$ cat src/rtl/magcmp_pkg.sv
package magcmp_pkg;
  // Three-way verdict carried between slices.
  typedef struct packed {
    logic gt;
    logic eq;
    logic lt;
  } verdict_t;
endpackage

$ cat src/rtl/cmp_bit_match.sv
// Per-bit datapath: equality (XNOR) and which side holds a one.
module cmp_bit_match #(
  parameter int W = 4
) (
  input  logic [W-1:0] a,
  input  logic [W-1:0] b,
  output logic [W-1:0] match,
  output logic [W-1:0] aHigh,
  output logic [W-1:0] bHigh
);
  for (genvar i = 0; i < W; i++) begin : g_bit
    assign match[i] = ~(a[i] ^ b[i]);
    assign aHigh[i] = a[i] & ~b[i];
    assign bHigh[i] = ~a[i] & b[i];
  end
endmodule

$ cat src/rtl/cmp_resolve.sv
// Priority scan from the top bit down; a full tie defers to cascIn.
module cmp_resolve
  import magcmp_pkg::*;
#(
  parameter int W = 4
) (
  input  logic [W-1:0] match,
  input  logic [W-1:0] aHigh,
  input  logic [W-1:0] bHigh,
  input  verdict_t     cascIn,
  output verdict_t     verdictOut
);
  logic tieAbove;
  logic gtLocal;
  logic ltLocal;

  always_comb begin
    tieAbove = 1'b1;
    gtLocal  = 1'b0;
    ltLocal  = 1'b0;
    for (int i = W - 1; i >= 0; i--) begin
      gtLocal  = gtLocal | (tieAbove & aHigh[i]);
      ltLocal  = ltLocal | (tieAbove & bHigh[i]);
      tieAbove = tieAbove & match[i];
    end
    verdictOut.gt = gtLocal | (tieAbove & cascIn.gt);
    verdictOut.eq = tieAbove & cascIn.eq;
    verdictOut.lt = ltLocal | (tieAbove & cascIn.lt);
  end
endmodule

$ cat src/rtl/cmp_slice.sv
module cmp_slice
  import magcmp_pkg::*;
#(
  parameter int W = 4
) (
  input  logic [W-1:0] a,
  input  logic [W-1:0] b,
  input  verdict_t     cascIn,
  output verdict_t     verdictOut
);
  logic [W-1:0] match;
  logic [W-1:0] aHigh;
  logic [W-1:0] bHigh;

  cmp_bit_match #(.W(W)) u_match (
    .a(a), .b(b), .match(match), .aHigh(aHigh), .bHigh(bHigh)
  );

  cmp_resolve #(.W(W)) u_resolve (
    .match(match), .aHigh(aHigh), .bHigh(bHigh),
    .cascIn(cascIn), .verdictOut(verdictOut)
  );
endmodule

$ cat src/rtl/mag_cmp_chain.sv
module mag_cmp_chain
  import magcmp_pkg::*;
#(
  parameter int NUM_SLICES = 2,
  parameter int SLICE_W    = 4,
  localparam int DATA_W    = NUM_SLICES * SLICE_W
) (
  input  logic [DATA_W-1:0] opA,
  input  logic [DATA_W-1:0] opB,
  input  logic              cascGtIn,
  input  logic              cascEqIn,
  input  logic              cascLtIn,
  output logic              aGreater,
  output logic              aEqual,
  output logic              aLess
);
  // link[k] enters slice k; link[NUM_SLICES] is the final verdict.
  verdict_t link [NUM_SLICES+1];

  assign link[0] = '{gt: cascGtIn, eq: cascEqIn, lt: cascLtIn};

  for (genvar k = 0; k < NUM_SLICES; k++) begin : g_slice
    cmp_slice #(.W(SLICE_W)) u_slice (
      .a(opA[k*SLICE_W +: SLICE_W]),
      .b(opB[k*SLICE_W +: SLICE_W]),
      .cascIn(link[k]),
      .verdictOut(link[k+1])
    );
  end

  assign aGreater = link[NUM_SLICES].gt;
  assign aEqual   = link[NUM_SLICES].eq;
  assign aLess    = link[NUM_SLICES].lt;
endmodule

$ cat config.mk
export PLATFORM = sky130hd
export DESIGN_NAME = mag_cmp_chain
export DESIGN_NICKNAME = d
export VERILOG_FILES = /design/src/rtl/magcmp_pkg.sv /design/src/rtl/cmp_bit_match.sv /design/src/rtl/cmp_resolve.sv /design/src/rtl/cmp_slice.sv /design/src/rtl/mag_cmp_chain.sv
export SDC_FILE = /design/constraint.sdc
export NUM_CORES = 1
export LEC_CHECK = 0
export CAP_MARGIN = 20
export CORE_AREA = 5 5 42 44
export DETAILED_ROUTE_END_ITERATION = 10
export DIE_AREA = 0 0 47 49
export PLACE_DENSITY = 0.69
export SLEW_MARGIN = 20
export SYNTH_ARGS = -nofsm -noshare
export SYNTH_HDL_FRONTEND = slang
export SYNTH_SLANG_ARGS = --single-unit
export TNS_END_PERCENT = 30
$ cat constraint.sdc
create_clock -name vclk -period 2
set_input_delay 0.4 -clock vclk [all_inputs]
set_output_delay 0.4 -clock vclk [all_outputs]
set_load 0.005 [all_outputs]
* After elaboration in Yosys (flattened, before gate mapping)
Index checks and enable logic that the tools add are counted.
** Word-level totals
- Flip-flop bits (word level) :: 0
- Input port bits :: 19
- Output and inout port bits :: 3
- Word-level logic and storage cells :: 88
** Operators by class
- Bitwise logic cells :: 88
** Operator list (count)
- AND 1 bit :: 40
- NOT 1 bit :: 24
- bitwise OR 1 bit :: 16
- bitwise XOR 1 bit :: 8

* Depth between registers and ports, before layout
- Depth after elaboration :: 9
- Depth in mapped cells :: 5
- Gate-level depth less buffers :: 5

* By module
From an unflattened synthesis, not the netlist that was laid out.
** Unflattened totals
- Cells, all modules :: 48
- Area total of the unflattened synthesis :: 387.9 µm²
** Modules (own cells, without submodules)
- cmp_bit_match :: times used 2, cells each 16, area an instance 130.1 µm², seq. area each 0.0 µm²
- cmp_resolve :: times used 2, cells each 8, area an instance 63.8 µm², seq. area each 0.0 µm²

* Least setup slack after synthesis
Ideal clock, no wire load.
- Path type :: input to output
- From :: input opA[3]
- To :: output aLess
- Data arrival time :: 1.299 ns
- Required time :: 1.600 ns
- Slack :: 0.301 ns
- Stages :: 5
- Path buffers :: 0
- Cells stage by stage :: inv_1 ha_1 a21oi_1 a31oi_1 a211o_2
** On the way
- Cells in the longest elaborated chain, start to end :: 9
- Elaborated cells between the ends (all ways) :: 17
- Those cells by class :: bitwise (17)
** Ends and longest elaborated chain
- start, declared :: line mag_cmp_chain.sv:8 : input logic [DATA_W-1:0] opA,
- bitwise XOR 1 bit :: line cmp_bit_match.sv:12 : assign match[i] = ~(a[i] ^ b[i]);
- NOT 1 bit :: line cmp_bit_match.sv:12
- AND 1 bit, on equally long branches :: line cmp_resolve.sv:23, cmp_resolve.sv:24
- bitwise OR 1 bit (tied with other cells) (2 in a row) :: line cmp_resolve.sv:23 : ltLocal = ltLocal | (tieAbove & bHigh[i]);
- bitwise OR 1 bit / AND 1 bit (equally long branches) :: line cmp_resolve.sv:23, cmp_resolve.sv:28
- bitwise OR 1 bit * :: line cmp_resolve.sv:28 : verdictOut.lt = ltLocal | (tieAbove & cascIn.lt);
- AND 1 bit * :: line cmp_resolve.sv:28
- bitwise OR 1 bit * :: line cmp_resolve.sv:28
- end, declared :: line mag_cmp_chain.sv:15 : output logic aLess
Every way passes the cells marked *; elsewhere a longest branch is shown, timed or not.

* Worst setup path in the final report
- From :: input opA[0]
- To :: output aLess
** On the way
- Cells in the longest elaborated chain, start to end :: 7
- Elaborated cells between the ends (all ways) :: 11
- Those cells by class :: bitwise (11)
** Ends and longest elaborated chain (line)
- NOT 1 bit / bitwise XOR 1 bit (equally long branches) :: cmp_bit_match.sv:14, cmp_bit_match.sv:12
- AND 1 bit / NOT 1 bit (equally long branches) :: cmp_bit_match.sv:14, cmp_bit_match.sv:12
- AND 1 bit, on equally long branches :: cmp_resolve.sv:23, cmp_resolve.sv:24
- bitwise OR 1 bit / AND 1 bit (equally long branches) :: cmp_resolve.sv:23, cmp_resolve.sv:28
- bitwise OR 1 bit * :: cmp_resolve.sv:28
- AND 1 bit * :: cmp_resolve.sv:28
- bitwise OR 1 bit * :: cmp_resolve.sv:28
Marks and branches as above.

==> qor.csv <==
metric;value;unit
worst rel slew slack;90.0;%
top cell type by total area after synthesis;ha_1;
layout cell share with drive strength beyond 1;59.1;%
Synth area leaders;ha_1 (50%), inv_1 (15%), nand4_1 (7.9%);
first-pass GRT wire length;1960;um
Netlist cell types;11;
Die Area;2300;um2
sequential area share after synthesis;0;%
post-DP HPWL;896;um
mux share of post-synthesis cell area;0;%
Max Freq;516;MHz
simple logic cell fraction of the synthesized area;21.7;%
internal power;94.3;uW
Worst-Margin Slew;0.150;ns
Clock Power Share;0;%
CP arrival;1.54;ns
top-area cell type share of the netlist area;50.3;%
Seq cells;0;
Comb pwr share;100.0;%
Core Rows;14;
gr ovfl total;0;
area grow syn2layout;95.6;%
MaxCap Viol Count;0;
vias in the first global route;511;
post-route setup TNS;0;ns
min Tclk post-route;1.94;ns
P_sw;72.5;uW
Pleak;0.402;nW
post-synthesis xor/xnor area fraction;0;%
Mapped Area;398;um2
Mapped Nets;89;
HP Class;input port to primary output;
starting density of the core;28.4;%
Crit Path Max Fanout;2;
yosys warns;0;
drt pass-1 iters;4;
layout clock buffer count;0;
Die Y;49;um
status;finished, final reports clean;
sw frac;43.5;%
gpl congestion;0.801;
# hold bufs at CTS;0;
Final Cycle Share;96.9;%
DR WL/cell;11.8;um
largest net degree at the start of global routing;6;
CP Capture Type;primary output;
Post-Synthesis Cells;54;
Place WS;-0.695;ns
detailed-route DRC error count;0;
Fin. Hold Viols;0;
Vias/cell;4.88;
Synth Area in Compound Gates;12.9;%
Total Routed Length;1230;um
DP Cell Count;97;
Finish-stage setup viols;0;
CP startpoint kind;input port;
power per cell area;214;nW/um2
antenna violations before repair;0;
post-route design area;778;um2
Non-Filler Instances;104;
maximum vdd drop;0.117;mV
critical path type;input port to primary output;
Placement Cell Area;676;um2
Pwr Total;167;uW
die width;47;um
Crit path required time;1.60;ns
NumNets Final;125;
Core Box Area;1400;um2
fin worst setup slack;0.0613;ns
Routed Antenna Nets;0;
FF+latch area;0;um2
RSZ-0062 raised after global routing;no;
largest family of logic cells by synthesized area;adder cells;
final slew viol count;0;
I/O Pins;22;
Detailed Route Iter0 Violations;10;
post-synthesis adder-cell area fraction;50.3;%
Syn Area/Cell;7.37;um2
# port buffers;22;
antenna diode count;0;
routed vias;507;
total track usage;10.4;%
Synth top cells by count;ha_1 (16), inv_1 (16), nand3_1 (6);
Flop pwr share;0;%
filler cell count;140;
==> cells in the final DEF (no fill, tap or decap), types with 3 or more instances in the layout <==
cell	synthesis	routed
clkbuf_2	0	9
a21oi_2	0	4
ha_1	16	9
inv_1	16	9
nand4_1	5	5
clkdlybuf4s50_1	0	3
ha_4	0	7
buf_6	0	3
nand3_1	6	6
inv_2	0	7
buf_2	0	7
buf_4	0	11
==> layer usage <==
| layer | GRT usage (%) | share of wire, % | vias up |
|---|---|---|---|
| li1 | - | - | 252 |
| met1 | 11.5 | 36 | 234 |
| met2 | 21.5 | 57 | 21 |
| met3 | 0 | 6.9 | 0 |
| met4 | 0 | 0 | 0 |
| met5 | 0 | 0 | - |
==> power by group through the flow <==
stage                     Combinational, mW  Clock (mW)  Sequential [mW]
after floorplan                      0.0534           0                0
after global placement                0.122           0                0
final                                 0.167           0                0
after CTS                             0.164           0                0
after global routing                  0.183           0                0
after detailed placement              0.125           0                0
==> stage by stage <==
| step | utilization, % | hold WS [ns] |
|---|---|---|
| 2_1_floorplan | - | 0.905 |
| 3_3_place_gp | 48.2 | 1.76 |
| 3_5_place_dp | 48.2 | 1.78 |
| 4_1_cts | 59.9 | 1.42 |
| 5_1_grt | 55.5 | 1.39 |
| 6_report | 55.5 | 1.34 |
==> path summary, 6_finish.rpt <==
check              start    end  slack (ns)  cells past startpoint
hold / removal    opB[7]  aLess        1.34                      6
setup / recovery  opA[0]  aLess        0.06                      8
==> kinds of logic after synthesis <==
group,count (synthesis)
buffers and inverters,16
AND/OR/NAND/NOR,14
adder cells (fa/ha/maj),16
AO/OA/AOI/OAI,8
==> final cells by class <==
cell class | instances | area, um2 | share of cell area, %
multi-input cells | 38 | 463 | 59.5
repair buffers | 34 | 235 | 30.2
inverters | 16 | 60.1 | 7.72
well taps | 16 | 20.0 | 2.57
==> timing repair <==
item                       in CTS  in global routing
setup buffers                   7                  0
resized for setup              69                 20
setup endpoints to repair       3                  3
pin swaps                      16                 14
==> critical path, stage by stage <==
cell     delay, ns
buf_2         0.09
inv_1         0.04
ha_1          0.27
nand4_1       0.12
nor2_2        0.05
buf_4         0.13
a211o_4       0.31
buf_6         0.11
Power figures use the tool's default switching activity.
